$ cat src/rtl/snd_irq_pkg.sv
package snd_irq_pkg;

    typedef enum logic {
        ST_IDLE = 1'b0,
        ST_PEND = 1'b1
    } irq_state_e;

    localparam int unsigned DEF_LVL_W      = 8;
    localparam int unsigned DEF_FILL_W     = 7;
    localparam int unsigned DEF_FILL_LIMIT = 90;

endpackage

$ cat src/rtl/snd_irq_trig.sv
module snd_irq_trig
    import snd_irq_pkg::*;
#(
    parameter int unsigned LVL_W      = DEF_LVL_W,
    parameter int unsigned FILL_W     = DEF_FILL_W,
    parameter int unsigned FILL_LIMIT = DEF_FILL_LIMIT
) (
    input  logic              smp_vld,
    input  logic [LVL_W-1:0]  smp_lvl,
    input  logic [LVL_W-1:0]  thr_lo,
    input  logic [LVL_W-1:0]  thr_hi,
    input  logic              win_mode,
    input  logic              irq_en,
    input  logic [FILL_W-1:0] fill_cnt,
    output logic              trig
);
    localparam logic [FILL_W-1:0] LIMIT_V = FILL_W'(FILL_LIMIT);

    logic below_lo;
    logic above_hi;
    logic win_hit;
    logic fill_hit;

    always_comb begin
        below_lo = smp_lvl < thr_lo;
        above_hi = smp_lvl > thr_hi;
        win_hit  = smp_vld && (below_lo || above_hi);
        fill_hit = fill_cnt >= LIMIT_V;
        trig     = irq_en && (win_mode ? win_hit : fill_hit);
    end

endmodule

$ cat src/rtl/snd_irq_fsm.sv
module snd_irq_fsm
    import snd_irq_pkg::*;
(
    input  logic clk,
    input  logic rst_n,
    input  logic trig,
    input  logic clr,
    input  logic en,
    output logic pend,
    output logic oe,
    output logic dout
);
    irq_state_e state_q;
    irq_state_e state_d;

    always_ff @(posedge clk or negedge rst_n) begin
        if (!rst_n) begin
            state_q <= ST_IDLE;
        end else begin
            state_q <= state_d;
        end
    end

    always_comb begin
        state_d = state_q;
        unique case (state_q)
            ST_IDLE: if (trig) state_d = ST_PEND;
            ST_PEND: if (clr)  state_d = ST_IDLE;
            default: state_d = ST_IDLE;
        endcase
    end

    always_comb begin
        pend = (state_q == ST_PEND);
        oe   = pend && en;
        dout = 1'b0;
    end

endmodule

$ cat src/rtl/snd_minmax_track.sv
module snd_minmax_track
    import snd_irq_pkg::*;
#(
    parameter int unsigned LVL_W = DEF_LVL_W
) (
    input  logic             clk,
    input  logic             rst_n,
    input  logic             smp_vld,
    input  logic [LVL_W-1:0] smp_lvl,
    input  logic             clr,
    output logic [LVL_W-1:0] min_q,
    output logic [LVL_W-1:0] max_q
);
    logic seen_q;

    always_ff @(posedge clk or negedge rst_n) begin
        if (!rst_n) begin
            seen_q <= 1'b0;
            min_q  <= '0;
            max_q  <= '0;
        end else if (clr) begin
            seen_q <= 1'b0;
            min_q  <= '0;
            max_q  <= '0;
        end else if (smp_vld) begin
            seen_q <= 1'b1;
            if (!seen_q) begin
                min_q <= smp_lvl;
                max_q <= smp_lvl;
            end else begin
                if (smp_lvl < min_q) min_q <= smp_lvl;
                if (smp_lvl > max_q) max_q <= smp_lvl;
            end
        end
    end

endmodule

$ cat src/rtl/snd_irq_monitor.sv
module snd_irq_monitor
    import snd_irq_pkg::*;
#(
    parameter int unsigned LVL_W      = DEF_LVL_W,
    parameter int unsigned FILL_W     = DEF_FILL_W,
    parameter int unsigned FILL_LIMIT = DEF_FILL_LIMIT
) (
    input  logic              clk,
    input  logic              rst_n,
    input  logic              smp_vld,
    input  logic [LVL_W-1:0]  smp_lvl,
    input  logic [LVL_W-1:0]  thr_lo,
    input  logic [LVL_W-1:0]  thr_hi,
    input  logic              win_mode,
    input  logic              irq_en,
    input  logic [FILL_W-1:0] fill_cnt,
    input  logic              clr_irq,
    input  logic              clr_mm,
    output logic              irq_oe,
    output logic              irq_do,
    output logic [LVL_W-1:0]  mm_min,
    output logic [LVL_W-1:0]  mm_max
);
    logic trig;
    logic pend;

    snd_irq_trig #(
        .LVL_W      (LVL_W),
        .FILL_W     (FILL_W),
        .FILL_LIMIT (FILL_LIMIT)
    ) u_trig (
        .smp_vld  (smp_vld),
        .smp_lvl  (smp_lvl),
        .thr_lo   (thr_lo),
        .thr_hi   (thr_hi),
        .win_mode (win_mode),
        .irq_en   (irq_en),
        .fill_cnt (fill_cnt),
        .trig     (trig)
    );

    snd_irq_fsm u_fsm (
        .clk   (clk),
        .rst_n (rst_n),
        .trig  (trig),
        .clr   (clr_irq),
        .en    (irq_en),
        .pend  (pend),
        .oe    (irq_oe),
        .dout  (irq_do)
    );

    snd_minmax_track #(
        .LVL_W (LVL_W)
    ) u_mm (
        .clk     (clk),
        .rst_n   (rst_n),
        .smp_vld (smp_vld),
        .smp_lvl (smp_lvl),
        .clr     (clr_mm),
        .min_q   (mm_min),
        .max_q   (mm_max)
    );

endmodule

$ cat config.mk
export PLATFORM = sky130hd
export DESIGN_NAME = snd_irq_monitor
export DESIGN_NICKNAME = d
export VERILOG_FILES = /design/src/rtl/snd_irq_pkg.sv /design/src/rtl/snd_irq_trig.sv /design/src/rtl/snd_irq_fsm.sv /design/src/rtl/snd_minmax_track.sv /design/src/rtl/snd_irq_monitor.sv
export SDC_FILE = /design/constraint.sdc
export NUM_CORES = 1
export LEC_CHECK = 0
export CORE_MARGIN = 3
export CORE_UTILIZATION = 47
export DETAILED_ROUTE_END_ITERATION = 8
export PLACE_DENSITY = 0.81
export SYNTH_ARGS = -nofsm -noshare
export SYNTH_HDL_FRONTEND = slang
export SYNTH_HIERARCHICAL = 1
export SYNTH_SLANG_ARGS = --single-unit
$ cat constraint.sdc
create_clock -name clk -period 1.88 [get_ports clk]
set_input_delay 0.188 -clock clk [delete_from_list [all_inputs] [get_ports clk]]
set_output_delay 0.188 -clock clk [all_outputs]
set_load 0.01 [all_outputs]
# Word-level counts from Yosys, hierarchy flattened
# Index checks and enable logic that the tools add are counted.
classes:
  bitwise: 1
  n_lt_le_gt_ge: 5
  n_reduce_logical: 7
  muxes: 14
  n_eq_ne: 2
ops:
  columns: ["op", "n"]
  rows:
  - ["$mux 8", 8]
  - ["$gt 8x8->1", 2]
  - ["$lt 8x8->1", 2]
  - ["$ge 7x7->1 const B", 1]
  - ["$ne 3x3->1 const B", 2]
  - ["$mux 1", 5]
  - ["$reduce_and 2->1", 2]
  - ["$logic_and 1x1->1", 3]
  - ["$pmux 1 s2", 1]
  - ["$reduce_bool 2->1", 1]
  - ["$logic_or 1x1->1", 1]
  - ["$not 1->1", 1]
word_totals:
  regBits: 18
  wordCells: 33
  input_bits: 38
  output_inout_bits: 18

# Depth between registers and ports, before layout
# Gate-level depths: netlist of the first run.
logic_depth:
  ltp_word: 7
  ltp_mapped: 9
  mapped_depth_nobuf: 9

# Cells and area by module
# Netlist of the first run, hierarchy kept.
modules_own_cells:
  columns: ["module", "instances", "area_per_inst_um2", "seq_area_each_um2", "cells_each"]
  rows:
  - ["snd_minmax_track", 1, 1261.2, 425.4, 136]
  - ["snd_irq_trig", 1, 401.6, 0.0, 56]
  - ["snd_irq_fsm", 1, 57.6, 25.0, 6]

# Worst setup path before layout of the first run
# Ideal clock, no wire load.
synth_timing:
  path_type: "flip-flop to flip-flop"
  startpoint: "register u_mm.max_q[1]"
  endpoint: "register u_mm.max_q[2]"
  n_path_buf: 0
  required_ns: 1.801
  arrival_ns: 1.539
  stages_incl_launch_ff: 8
  setup_ns: 0.079
  period_less_slack_ns: 1.618
  slack_ns: 0.262
  cell_sequence: "dfrtp_1 inv_1 ha_1 nor2b_1 o211ai_2 a21o_1 a2bb2oi_2 mux2i_1"
synth_via:
  elab_chain_len: 3
synth_lines:
  columns: ["element", "line_no", "source"]
  rows:
  - ["start, declared", "snd_minmax_track.sv:12", "output logic [LVL_W-1:0] max_q"]
  - ["start signal, assigned", "snd_minmax_track.sv:29", "max_q <= smp_lvl;"]
  - ["start signal, assigned", "snd_minmax_track.sv:32", "if (smp_lvl > max_q) max_q <= smp_lvl;"]
  - ["$gt 8x8->1", "snd_minmax_track.sv:32", null]
  - ["$ne 3x3->1 (no source line)", null, null]
  - ["$reduce_and 2->1 (no source line)", null, null]
# No other way between the ends.
# A chain may end at the register's enable or synchronous reset.

# Final worst setup path of the first run
layout_timing:
  startpoint: "input smp_lvl[4]"
  endpoint: "register u_mm.max_q[0]"
layout_via:
  elab_chain_len: 3
layout_lines:
  columns: ["element", "line_no", "source"]
  rows:
  - ["start, declared", "snd_irq_monitor.sv:11", "input logic [LVL_W-1:0] smp_lvl,"]
  - ["$gt 8x8->1", "snd_minmax_track.sv:32", null]
  - ["$ne 3x3->1 (no source line)", null, null]
  - ["$reduce_and 2->1 (no source line)", null, null]
# No other way between the ends.

==> results.json, run 1 <==
{
  "synthTopCellsByCount": "inv_1, ha_1, nand2_1",
  "grt_pass1_vias": 1731,
  "htree_levels": 1,
  "drive_above_1_share": 0.175,
  "grt_busiest_layer": "met2",
  "yosys_register_bits": 18,
  "clk_latency_ns": 0.25,
  "row_count": 21,
  "clock_sinks": 18,
  "die_area_sq_um": 4420,
  "end_kind": "flip-flop",
  "r2r-end": "u_mm/max_q[0]$_DFFE_PN0P_",
  "ioPinCount": 56,
  "area_growth_pct": 48.1,
  "cap_violations": 0,
  "p_clk_frac": 0.216,
  "worst_hold_path_type": "primary input to asynchronous set/reset pin",
  "synthFlopType": "dfrtp_1",
  "timing.fmax_ghz": 0.544,
  "cts_buffer_depth": 2,
  "ys_seq_area_frac": 0.262,
  "power_density_nw_per_um2": 490,
  "required_ns": 2.03,
  "switching_share": 0.322,
  "cp_num_cells": 7,
  "wl_mm": 4.69,
  "path_clk_slew_ns": 0.07,
  "path_buf_inv": 2,
  "start_util": 0.500,
  "status": "completed",
  "finalNetCount": 344,
  "p_seq_frac": 0.356,
  "die_y_um": 66.5,
  "avgSynthCellArea_sq_um": 8.69,
  "crit_chain": "clkdlybuf4s50_1 > ha_1 > nand4_1 > buf_4 > a21oi_1 > o21ai_2 > a32o_2",
  "first_iter_violations": 55,
  "cp_top_family": "buffers and inverters",
  "ys_async_sr_fraction": 1.00,
  "drtPass1Iterations": 4,
  "drt_drc_violations_left": 0,
  "multi_input_area_sq_um": 1160,
  "internal_power_uw": 847,
  "die_w_um": 66.5,
  "r2r_cells": 7,
  "syn_area_sq_um": 1720,
  "fin_crit_ns": 1.84,
  "wl_per_cell_um": 14.6,
  "drv_slew": 0,
  "fillCellCount": 266,
  "synthTopCellsByArea": "dfrtp_1, ha_1, inv_1, nand2_1, nand2b_1",
  "comb_power_share": 0.427,
  "grt-ovfl-total": 0,
  "final_core_util": 0.740,
  "fin_area_sq_um": 2550,
  "antenna_cells": 0,
  "cp-start-kind": "primary input",
  "syn-num-nets": 266,
  "setup_violations": 0,
  "hpwl_mm": 3.73,
  "synth_edf_count": 0,
  "cp_max_fo": 5,
  "route.vias.total": 1716,
  "grt_use_met3": 0.0253,
  "switchingPower_uw": 402,
  "clock_skew_ns": 0.00195,
  "cpMaxStageDelayCell": "clkdlybuf4s50_1",
  "cts_buffers": 3,
  "cts_tree": "yes",
  "routed_via_density": 5.36,
  "ir_drop_mv": 0.409,
  "core-area_sq_um": 3440,
  "yosysTopAreaCell": "dfrtp_1",
  "criticalPathCategory": "primary input to flip-flop",
  "track_usage": 0.223,
  "ant_nets": 0,
  "synth_top_area_share": 0.262,
  "synth.most_common_cell": "inv_1",
  "cp.arrival_ns": 1.98,
  "gr-usage-met1": 0.278,
  "cp_slowest_stage_delay_ns": 0.51,
  "synth_cell_types": 44,
  "r2r_setup_slack_ns": 0.04,
  "grt_max_degree": 19,
  "min_period_over_period": 0.978,
  "worst_r2r_startpoint": "u_mm/max_q[6]$_DFFE_PN0P_",
  "place.gp.congestion": 0.831,
  "antenna_found_initial": 0,
  "hold_viol": 0,
  "clockRootBuffer": "clkbuf_8",
  "cts_hold_buffers": 0,
  "setup_tns_ns": 0,
  "grt_pass1_wl_mm": 7.56,
  "seq_area_sq_um": 450,
  "yosysWarnings": 6,
  "syn_inst": 198,
  "placed_area_sq_um": 2450,
  "p_leak_uw": 0.00119,
  "place.port_buffers": 53,
  "gr-usage-met2": 0.397
}
sequential cells by signal (all words and copies together) (netlist names):
signal and cells:
u_fsm/pend 1, u_mm/max_q 8, u_mm/min_q 8, u_mm/seen_q 1
how the worst max path moves through the flow:
stage,start,end,slack [ns]
CTS,smp_lvl[6],u_fsm/pend$_DFF_PN0_,0.03
finish,smp_lvl[4],u_mm/max_q[0]$_DFFE_PN0P_,0.04
global placement,smp_lvl[1],u_mm/max_q[3]$_DFFE_PN0P_,-0.17
detailed placement,smp_lvl[6],u_fsm/pend$_DFF_PN0_,-0.23
floorplan,u_mm/max_q[1]$_DFFE_PN0P_,u_mm/max_q[2]$_DFFE_PN0P_,0.26
global route,u_mm/max_q[6]$_DFFE_PN0P_,u_mm/max_q[0]$_DFFE_PN0P_,-0.07
cell type report:
type	count	share of cell area
clock buffer	3	0.0162
inverter	31	0.0457
multi-input combinational	145	0.455
sequential	18	0.177
tap	46	0.0226
timing repair buffer	77	0.284
routing by layer:
| layer | vias up | wire length [um] | share of wire |
|---|---|---|---|
| met1 | 798 | 2060 | 0.44 |
| met5 | - | 0 | 0 |
| met3 | 4 | 298 | 0.064 |
| met4 | 0 | 38 | 0.0081 |
| met2 | 59 | 2290 | 0.49 |
| li1 | 855 | - | - |
through the flow:
step	cells	setup slack [ns]	hold WS, ns	total power, uW
2_1_floorplan	198	0.262	-0.108	708
5_1_grt	320	-0.0652	0.290	1330
3_5_place_dp	316	-0.232	0.501	969
4_1_cts	319	0.0305	0.280	1250
3_3_place_gp	316	-0.174	0.460	954
6_report	320	0.0407	0.275	1250
kinds of logic after synthesis:
family / synth area share
AOI/OAI and AO/OA: 0.240
adders and majority gates: 0.218
buffers and inverters: 0.0836
DFF: 0.262
muxes: 0.0233
other: 0.00218
and+or+nand+nor: 0.171
power groups by stage:
stage | sequential, uW | combinational [uW] | clock, uW
after floorplan | 458 | 250 | 0
after global placement | 452 | 502 | 0
after detailed placement | 453 | 516 | 0
after CTS | 445 | 521 | 279
after global routing | 450 | 588 | 289
final | 445 | 534 | 270
what timing repair did:
item | CTS | global route
buffers inserted | 0 | 1
resized for setup | 0 | 9
setup endpoints to repair | 0 | 9
hold endpoints to repair | 0 | 0
layout by cell type (no fill, tap or decap), types with 2 or more instances in the layout:
master            n
o22ai_1           6
a211oi_1          2
nand4_1           4
nor2b_1           4
nand2_1          20
nand3b_1          2
ha_1             29
o2bb2ai_1         3
nor2_1            7
a211o_1           2
clkbuf_8          3
dfrtp_1          18
o211a_1           2
mux2i_1           4
clkdlybuf4s50_1  48
a31oi_1           2
nand3_1           6
a21o_1            2
buf_4            24
nand2b_1          9
o21ai_2           4
a21oi_1           7
o21ai_1           4
dlymetal6s2s_1    5
o21bai_1          2
inv_1            31
a21oi_2           3
o211ai_2          2
Power figures use the tool's default switching activity.
==> inputs of run 2 (changes only) <==
CORE_UTILIZATION = 55   (was 47)
DONT_BUFFER_PORTS = 1   (was default)
PLACE_DENSITY = 0.7   (was 0.81)
==> run 2 against run 1 <==
- power shrank 16%
- first-iteration DRC count up 16%
- routed wire length shrank 6.7%
- final area is 25% lower
- largest cell class unchanged
- highest routed layer unchanged
- utilization decreased by 7.6 points
- register-to-register slack got worse by 0.02 ns
- flip-flop and latch count unchanged
- critical path depth stayed put
- die area is 13% lower
- fmax shrank 0.81%
==> results.json, run 2 (synthesis results as in run 1) <==
{
  "clock_sinks": 18,
  "routed_via_density": 5.96,
  "route.vias.total": 1477,
  "setup_violations": 0,
  "hpwl_mm": 3.32,
  "required_ns": 2.07,
  "end_kind": "flip-flop",
  "ant_nets": 0,
  "top_regs": "u_mm/max_q (8), u_mm/min_q (8)",
  "dp_worst_setup_slack_ns": 0.0663,
  "cp.arrival_ns": 2.04,
  "path_clk_slew_ns": 0.10,
  "first_iter_violations": 64,
  "maxSlewHeadroom": 0.442,
  "grt-ovfl-total": 0,
  "cap_violations": 0,
  "clk_latency_ns": 0.29,
  "status": "completed",
  "core-area_sq_um": 2880,
  "die_w_um": 61.9,
  "die_area_sq_um": 3840,
  "layout_commonest_cell": "inv_1",
  "place.gp.congestion": 0.826,
  "seq_area_sq_um": 454,
  "drv_slew": 0,
  "cp-start-kind": "flip-flop",
  "start_util": 0.598,
  "cts_tree": "yes",
  "p_leak_uw": 0.000874,
  "tightestPinTransition_ns": 0.834,
  "criticalPathCategory": "flip-flop to flip-flop",
  "fillCellCount": 234,
  "cts_buffer_depth": 2,
  "worst_hold_path_type": "primary input to flip-flop",
  "ir_drop_mv": 0.400,
  "antenna_found_initial": 0,
  "die_y_um": 61.9,
  "place.port_buffers": 0,
  "power_density_nw_per_um2": 547,
  "fin_crit_ns": 1.85,
  "grt_pass1_wl_mm": 6.53,
  "cts_buffers": 3,
  "clock_skew_ns": 0.00209,
  "wl_mm": 4.37,
  "clockRootBuffer": "clkbuf_4",
  "fin_ws_ns": 0.0257,
  "cp_max_fo": 3,
  "antenna_cells": 0,
  "drtPass1Iterations": 5,
  "row_count": 19,
  "grt_max_degree": 19,
  "drt_drc_violations_left": 0,
  "finalNetCount": 275,
  "htree_levels": 1,
  "min_period_over_period": 0.986,
  "timing.fmax_ghz": 0.539,
  "area_growth_pct": 11.1,
  "grt_pass1_vias": 1460,
  "multi_input_area_sq_um": 1180,
  "drive_above_1_share": 0.170,
  "setup_tns_ns": 0,
  "track_usage": 0.234,
  "mostFrequentLayoutCells": "inv_1, ha_1, nand2_1",
  "ioPinCount": 56,
  "wl_per_cell_um": 17.6,
  "hold_viol": 0
}
run 2: cell count changes in the layout (fill, tap and decap cells not counted), sizes merged:
cell / change
clkdlybuf4s50: -48
buf: -19
dlymetal6s2s: -5
dlygate4sd3: +3
clkbuf: +1
run 2: final cells by class:
class	count	area share
multi-input cells	145	0.620
well taps	42	0.0275
flip-flops and latches	18	0.238
clock buffers	4	0.0190
inverters	31	0.0609
repair buffers	8	0.0353
run 2: routing by layer:
| metal | GRT usage | wire length [um] | vias to the layer above |
|---|---|---|---|
| li1 | - | - | 713 |
| met1 | 0.270 | 1780 | 701 |
| met2 | 0.438 | 2280 | 55 |
| met3 | 0.0413 | 242 | 8 |
| met4 | 0.0667 | 65 | 0 |
| met5 | 0 | 0 | - |
run 2: what timing repair did:
item	CTS	global route
hold buffers	3	0
gates resized for setup	0	12
buffers inserted	0	2
hold endpoints to repair	20	0
setup endpoints to repair	0	10
run 2: final timing paths:
check                           slack, ns                       from  cells past startpoint                         to
worst min-delay path                 0.03                    smp_vld                      2    u_mm/seen_q$_DFFE_PN0P_
min in group asynchronous            0.43                      rst_n                      1  u_mm/min_q[4]$_DFFE_PN0P_
worst max register to register       0.03  u_mm/max_q[3]$_DFFE_PN0P_                      7  u_mm/max_q[1]$_DFFE_PN0P_
worst max-delay path                 0.03  u_mm/max_q[3]$_DFFE_PN0P_                      7  u_mm/max_q[1]$_DFFE_PN0P_
max in group asynchronous            0.88                      rst_n                      1  u_mm/max_q[5]$_DFFE_PN0P_
worst min register to register       0.49       u_fsm/pend$_DFF_PN0_                      1       u_fsm/pend$_DFF_PN0_
run 2: metrics by stage:
stage / total power (uW) / utilization / hold slack (ns) / instance area [sq um] / std cells
2_1_floorplan: 708 / - / -0.108 / 1720 / 198
3_3_place_gp: 747 / 0.615 / -0.107 / 1770 / 239
3_5_place_dp: 769 / 0.615 / -0.107 / 1770 / 239
4_1_cts: 1020 / 0.638 / 0.0271 / 1830 / 246
5_1_grt: 1120 / 0.665 / 0.0358 / 1910 / 248
6_report: 1040 / 0.665 / 0.0330 / 1910 / 248
run 2: critical path, cell delays in order (launching register included):
cell,delay (ns)
dfrtp_1,0.44
inv_1,0.09
ha_1,0.36
nand4_1,0.15
buf_4,0.18
nor3_4,0.13
a31oi_1,0.09
a32o_1,0.30
run 2: report_power, final:
part | internal, uW | leakage, uW | switching [uW]
sequential | 418 | 0.000234 | 37.9
clock | 118 | 0.0000210 | 120
combinational | 154 | 0.000619 | 197
total | 690 | 0.000874 | 355
